## config.mk

```make
export PLATFORM = sky130hd
export DESIGN_NAME = fp8s_encoder
export DESIGN_NICKNAME = d
export VERILOG_FILES = /design/src/rtl/fp8s_pkg.sv /design/src/rtl/fp8s_classify.sv /design/src/rtl/fp8s_rne.sv /design/src/rtl/fp8s_encode.sv /design/src/rtl/fp8s_encoder.sv
export SDC_FILE = /design/constraint.sdc
export NUM_CORES = 1
export LEC_CHECK = 0
export ABC_CLOCK_PERIOD_IN_PS = 3400
export BUFFER_PORTS_ARGS = -buffer_cell sky130_fd_sc_hd__buf_2
export CORE_MARGIN = 1.5
export CORE_UTILIZATION = 52
export CTS_CLUSTER_DIAMETER = 40
export DETAILED_ROUTE_END_ITERATION = 6
export GPL_TIMING_DRIVEN = 1
export MAX_ROUTING_LAYER = met4
export PLACE_DENSITY = 0.81
export SETUP_SLACK_MARGIN = 0.4
export SLEW_MARGIN = 15
export SYNTH_ARGS = -nofsm -noshare
export SYNTH_HDL_FRONTEND = slang
export SYNTH_SLANG_ARGS = --single-unit
export TNS_END_PERCENT = 1
```

## constraint.sdc

```tcl
create_clock -name clk -period 3.4 [get_ports clk]
set_input_delay 0.51 -clock clk [delete_from_list [all_inputs] [get_ports clk]]
set_output_delay 0.51 -clock clk [all_outputs]
set_load 0.1 [all_outputs]
```

## src/rtl/fp8s_pkg.sv

```systemverilog
package fp8s_pkg;
    localparam int IN_EXP_W  = 8;
    localparam int IN_MAN_W  = 23;
    localparam int IN_W      = IN_EXP_W + IN_MAN_W + 1;
    localparam int IN_BIAS   = (1 << (IN_EXP_W - 1)) - 1;

    localparam int OUT_EXP_W = 4;
    localparam int OUT_MAN_W = 3;
    localparam int OUT_W     = OUT_EXP_W + OUT_MAN_W + 1;
    localparam int OUT_BIAS  = 7;

    localparam int OUT_EXP_MAX  = (1 << OUT_EXP_W) - 1;
    localparam int SAT_MANT     = (1 << OUT_MAN_W) - 2;
    localparam int EXP_OFFSET   = IN_BIAS - OUT_BIAS;
    localparam int SAT_EXP_IN   = IN_BIAS + OUT_EXP_MAX - OUT_BIAS;
    localparam int NORM_MIN_EXP = EXP_OFFSET + 1;
    localparam int SUB_MIN_EXP  = NORM_MIN_EXP - OUT_MAN_W - 1;
    localparam int SUB_W        = IN_MAN_W + 1 + OUT_MAN_W;

    typedef enum logic [1:0] {
        CL_ZERO = 2'd0,
        CL_SUB  = 2'd1,
        CL_NORM = 2'd2,
        CL_SAT  = 2'd3
    } fp8s_class_e;
endpackage

```

## src/rtl/fp8s_classify.sv

```systemverilog
module fp8s_classify
    import fp8s_pkg::*;
(
    input  logic [IN_W-1:0]     in_bits,
    output fp8s_class_e         cls,
    output logic [IN_EXP_W-1:0] exp_f,
    output logic [IN_MAN_W-1:0] man_f
);
    logic                 unused_sign;
    logic [OUT_MAN_W-1:0] man_top;

    always_comb begin
        unused_sign = in_bits[IN_W-1];
        exp_f       = in_bits[IN_W-2 -: IN_EXP_W];
        man_f       = in_bits[IN_MAN_W-1:0];
        man_top     = man_f[IN_MAN_W-1 -: OUT_MAN_W];

        if (exp_f == '0)
            cls = CL_ZERO;
        else if ((exp_f > IN_EXP_W'(SAT_EXP_IN)) ||
                 ((exp_f == IN_EXP_W'(SAT_EXP_IN)) && (man_top >= OUT_MAN_W'(SAT_MANT))))
            cls = CL_SAT;
        else if (exp_f >= IN_EXP_W'(NORM_MIN_EXP))
            cls = CL_NORM;
        else
            cls = CL_SUB;
    end
endmodule

```

## src/rtl/fp8s_rne.sv

```systemverilog
module fp8s_rne #(
    parameter int W_IN  = 23,
    parameter int W_OUT = 3
) (
    input  logic [W_IN-1:0] val,
    output logic [W_OUT:0]  rounded
);
    localparam int FRAC = W_IN - W_OUT;

    logic keep_lsb, guard, sticky, round_up;

    always_comb begin
        keep_lsb = val[FRAC];
        guard    = val[FRAC-1];
        sticky   = |val[FRAC-2:0];
        round_up = guard & (sticky | keep_lsb);
        rounded  = {1'b0, val[W_IN-1:FRAC]} + (W_OUT+1)'(round_up);
    end
endmodule

```

## src/rtl/fp8s_encode.sv

```systemverilog
module fp8s_encode
    import fp8s_pkg::*;
(
    input  fp8s_class_e         cls,
    input  logic [IN_EXP_W-1:0] exp_f,
    input  logic [IN_MAN_W-1:0] man_f,
    output logic [OUT_W-1:0]    code
);
    logic [OUT_MAN_W:0]   norm_rnd;
    logic [OUT_MAN_W:0]   sub_rnd;
    logic [SUB_W-1:0]     sub_aligned;
    logic [IN_EXP_W-1:0]  sub_sh;
    logic [IN_EXP_W-1:0]  be_wide;
    logic [OUT_EXP_W-1:0] be;

    always_comb begin
        sub_sh = IN_EXP_W'(NORM_MIN_EXP - 1) - exp_f;
        if (exp_f < IN_EXP_W'(SUB_MIN_EXP))
            sub_aligned = '0;
        else
            sub_aligned = {1'b1, man_f, {OUT_MAN_W{1'b0}}} >> sub_sh;
    end

    fp8s_rne #(.W_IN(IN_MAN_W), .W_OUT(OUT_MAN_W)) u_norm_rne (
        .val     (man_f),
        .rounded (norm_rnd)
    );

    fp8s_rne #(.W_IN(SUB_W), .W_OUT(OUT_MAN_W)) u_sub_rne (
        .val     (sub_aligned),
        .rounded (sub_rnd)
    );

    always_comb begin
        be_wide = exp_f - IN_EXP_W'(EXP_OFFSET);
        be      = be_wide[OUT_EXP_W-1:0];
        unique case (cls)
            CL_ZERO: code = '0;
            CL_SAT:  code = {1'b0, OUT_EXP_W'(OUT_EXP_MAX), OUT_MAN_W'(SAT_MANT)};
            CL_NORM: begin
                if (norm_rnd[OUT_MAN_W])
                    code = {1'b0, be + OUT_EXP_W'(1), {OUT_MAN_W{1'b0}}};
                else
                    code = {1'b0, be, norm_rnd[OUT_MAN_W-1:0]};
            end
            CL_SUB: begin
                if (sub_rnd[OUT_MAN_W])
                    code = {1'b0, {OUT_EXP_W{1'b0}}, {OUT_MAN_W{1'b1}}};
                else
                    code = {1'b0, {OUT_EXP_W{1'b0}}, sub_rnd[OUT_MAN_W-1:0]};
            end
            default: code = '0;
        endcase
    end

    always_comb begin
        assert_sign_clear_R1: assert (code[OUT_W-1] == 1'b0);
        assert_no_nan_R2: assert (code[OUT_W-2:0] != {(OUT_W-1){1'b1}});
        if (cls == CL_NORM)
            assert_norm_exp_nonzero_R4: assert (code[OUT_W-2 -: OUT_EXP_W] != '0);
        if (cls == CL_SUB)
            assert_sub_exp_zero_R7: assert (code[OUT_W-2 -: OUT_EXP_W] == '0);
    end
endmodule

```

## src/rtl/fp8s_encoder.sv

```systemverilog
module fp8s_encoder
    import fp8s_pkg::*;
#(
    parameter int PIPE_STAGE = 1
) (
    input  logic             clk,
    input  logic             rst_n,
    input  logic             in_valid,
    input  logic [IN_W-1:0]  in_bits,
    output logic             out_valid,
    output logic [OUT_W-1:0] out_code
);
    fp8s_class_e         cls;
    logic [IN_EXP_W-1:0] exp_f;
    logic [IN_MAN_W-1:0] man_f;
    logic [OUT_W-1:0]    enc_code;

    fp8s_classify u_classify (
        .in_bits (in_bits),
        .cls     (cls),
        .exp_f   (exp_f),
        .man_f   (man_f)
    );

    fp8s_encode u_encode (
        .cls   (cls),
        .exp_f (exp_f),
        .man_f (man_f),
        .code  (enc_code)
    );

    generate
        if (PIPE_STAGE != 0) begin : g_reg
            logic             valid_q;
            logic [OUT_W-1:0] code_q;

            always_ff @(posedge clk) begin
                if (!rst_n) begin
                    valid_q <= 1'b0;
                    code_q  <= '0;
                end else begin
                    valid_q <= in_valid;
                    if (in_valid)
                        code_q <= enc_code;
                end
            end

            assign out_valid = valid_q;
            assign out_code  = code_q;

            assert_valid_latency_R8: assert property (@(posedge clk) disable iff (!rst_n)
                $past(rst_n) |-> (out_valid == $past(in_valid)));
            assert_code_hold_R8: assert property (@(posedge clk) disable iff (!rst_n)
                ($past(rst_n) && !$past(in_valid)) |-> $stable(out_code));
            assert_reset_clear_R9: assert property (@(posedge clk)
                $past(!rst_n) |-> (!out_valid && (out_code == '0)));
        end else begin : g_comb
            assign out_valid = in_valid;
            assign out_code  = enc_code;
        end
    endgenerate
endmodule

```

==> results by group <==
Status
  – Status: finished clean

Yosys
  – Register bit total from synthesis: 8
  – Mux cell area share after synthesis: 9.65%
  – Post-Syn Area: around 1500 um^2
  – Register area share after synthesis: ~11%
  – Adder-Cell Fraction of Synth Area: under 10%
  – Syn Inst Count: approximately 190
  – Compound-cell area share of the yosys netlist: 29.5%
  – Async set-reset flop share out of synthesis: 0%
  – Number of synthesized flops with an enable pin: 0
  – Yosys Warn Count: 0
  – Synth unique cells: 63
  – Synth Area in Simple Gates: between 30% and 40%
  – Syn Nets: approximately 230
  – Avg Inst Size Synth: between 7 and 8 um^2
  – Xor-xnor portion of the synthesized cell area: under 10%
  – Largest family of logic cells by synthesized area: simple AND/OR/NAND/NOR gates
  – Top_reg_cell synth: dfxtp_1

Timing
  – Clk_skew: 0 ns
  – Max-slew violation count: 0
  – Final Hold Fails: 0
  – Max Clock Freq: ~370 MHz
  – Setup TNS: 0 ns
  – Tmin final: 2.71 ns
  – Final setup violation count: 0
  – RSZ-0062 raised after global routing: false
  – Worst-Margin Slew: between 0.6 and 0.7 ns
  – Fin crit share: roughly four fifths
  – Max-slew headroom: roughly 54%
  – Hold slack: approximately 0.47 ns

Clock network
  – Postcts setup bufs: 0
  – Clock root cell: clkbuf_4
  – CTS Buf Count: 3
  – CTS clock-pin slew for the worst setup and hold paths: roughly 0.050 ns
  – CTS max path bufs: 2
  – Clock Sinks: 8
  – # hold bufs at CTS: 0
  – CTS tree: done
  – Worst-Skew Late Latency: about 0.25 ns
  – H-tree depth: 1
  – Post_cts resized: 0

Placement
  – Final GP Congestion: about 0.85
  – Hpwl dp: about 3000 um
  – Dpl cell area: roughly 1700 um^2
  – IO Port Bufs: between 40 and 50

Final layout
  – # diodes: 0
  – Most common cell after layout, fill and taps aside: buf_2
  – Synth-to-Final Area Change: 14.4%
  – Commonest non-fill, non-tap cells in the layout: buf_2 (41), nor2_1 (13), nand2_1 (11), o21ai_0 (10), dfxtp_1 (8)
  – Post-route cell area: between 1500 and 2000 um^2
  – Register Area: 160 um^2
  – Multi-input gate area: between 1000 and 1500 um^2
  – Number of fill cells: 264
  – Fin nets: roughly 270
  – Layout cells sized above 1: roughly 28%

Power
  – Power density over cell area: about 240 nW/um^2
  – Leak: around 0.67 nW
  – VDD IR max: between 0.2 and 0.3 mV

Routing
  – Post-route ant nets: 0
  – DRT Pass-1 Iters: 4
  – Drt total wl: between 3000 and 4000 um
  – Via count: roughly 1700
  – DR DRC count: 0
  – Initial DRC Count: 50
  – DR WL/cell: 14.9 um
  – Vias per inst: 6.44

Setup path
  – Crit-path most repeated cell: ha_1
  – Cell breakdown of the critical path: buf_2 > inv_1 > ha_1 > nor2b_1 > or4_2 > nand3_1 > nand2_1 > nor3_1 > ha_1 > o21bai_1 > a22o_1
  – CP Data Required Time: 3.55 ns
  – Element type at the critical path end: flop
  – Worst path max stage delay: between 0.5 and 0.6 ns
  – Slowest CP cell: or4_2
  – Reg2reg path depth: 3
  – Critical Path AT: roughly 2.9 ns
  – Critical-path maximum fanout: 7
  – CP Class: primary input to flop
  – Critical Path Start Type: primary input

Global routing
  – Largest net degree at the start of global routing: 33
  – Tot GR Track Use: approximately a quarter
  – Vias in the first global route: between 1000 and 1500
  – Initial antenna violation count: 0
  – First-pass GRT wire length: 6380 um
  – GRT overflow: 0

Floorplan
  – Starting Density: between 50% and 60%
  – Rows: 19
  – Io pins: between 40 and 50
  – Die Footprint: 3140 um^2
  – Die W: 56.1 um
  – Core area: 2710 um^2
  – Die height: approximately 56 um

Hold path
  – HP Class: flop to flop
  – WHS Path Cells: 2

Job
  – Max-cap violations: 0
## state kept, by name (all words and copies together) (netlist names)
register and cells:
out_code 7, out_valid 1
## critical path, delay by kind of cell
kind,cells,cell delay (ns)
and+or+nand+nor,5,1.23
adders and majority gates,2,0.55
AOI/OAI and AO/OA,2,0.32
buffers and inverters,2,0.23
## cell usage after synthesis, types with 2 or more instances
cell / n / area, um^2
nand2b_1: 5 / 31.3
or3b_2: 2 / 17.5
clkbuf_1: 6 / 22.5
mux2i_1: 4 / 40.0
nor4_1: 6 / 37.5
o311ai_0: 3 / 26.3
a21oi_1: 6 / 30.0
buf_4: 4 / 30.0
a311oi_1: 2 / 17.5
nand4_1: 6 / 37.5
mux4_2: 3 / 67.6
a2111oi_0: 3 / 26.3
o22ai_1: 3 / 18.8
nor4b_1: 2 / 17.5
o21ai_0: 10 / 50.1
nor3_1: 3 / 15.0
o211ai_1: 2 / 15.0
a31oi_1: 4 / 25.0
a21boi_0: 2 / 15.0
dfxtp_1: 8 / 160
or3_1: 5 / 31.3
inv_1: 6 / 22.5
xor2_1: 3 / 26.3
a21o_1: 2 / 15.0
o31ai_1: 2 / 15.0
nand2_1: 11 / 41.3
and2_1: 6 / 37.5
nor2b_1: 5 / 31.3
mux2_2: 3 / 33.8
o41ai_1: 2 / 17.5
buf_2: 3 / 15.0
a2bb2oi_1: 2 / 17.5
xnor2_1: 3 / 26.3
a211oi_1: 3 / 22.5
or4_1: 3 / 22.5
nand3_1: 7 / 35.0
ha_1: 5 / 62.6
nor2_1: 13 / 48.8
## stage by stage
stage	setup slack [ns]	util (%)	total power, W	std cells
final	0.692	61.9	0.000403	257
after detailed placement	0.453	61.0	0.000331	254
after CTS	0.726	61.9	0.000404	257
after global routing	0.523	61.9	0.000432	257
after global placement	0.474	61.0	0.000328	254
after floorplan	0.490	-	0.000274	193
## cells by family (layout without fill, tap and decap cells)
group / count (synthesis) / count (layout)
buffers and inverters: 22 / 55
other: 1 / 1
DFF: 8 / 8
and+or+nand+nor: 83 / 83
muxes: 10 / 10
xor gates and xnor gates: 7 / 7
AOI/OAI and AO/OA: 57 / 57
adders and majority gates: 5 / 5
## area by class of cell
class	instances	area share [%]
sequential	8	9.55
multi-input combinational	163	71.2
clock buffer	3	1.34
inverter	7	1.57
timing repair buffer	45	14.0
tap	31	2.31
## layer usage
metal	GRT usage [%]	vias to the layer above	share of wire, %
met3	4.42	3	5.1
met2	41.2	58	46
li1	-	823	-
met4	1.70	0	0.42
met5	-	-	0
met1	34.9	771	49
## worst paths after layout
kind | from | to | slack [ns]
worst max register to register | out_code[1]$_SDFFE_PN0P_ | out_code[1]$_SDFFE_PN0P_ | 2.62
worst min-delay path | out_code[6]$_SDFFE_PN0P_ | out_code[6]$_SDFFE_PN0P_ | 0.47
worst min register to register | out_code[6]$_SDFFE_PN0P_ | out_code[6]$_SDFFE_PN0P_ | 0.47
worst max-delay path | in_bits[24] | out_code[1]$_SDFFE_PN0P_ | 0.69
## report_power, final
part	internal, W	switching, W	total [W]
Sequential	0.0000999	0.00000243	0.000102
Combinational	0.0000802	0.000149	0.000230
Clock	0.0000403	0.0000308	0.0000710
Total	0.000220	0.000183	0.000403
No activity file was read; power rests on OpenSTA's default activity.
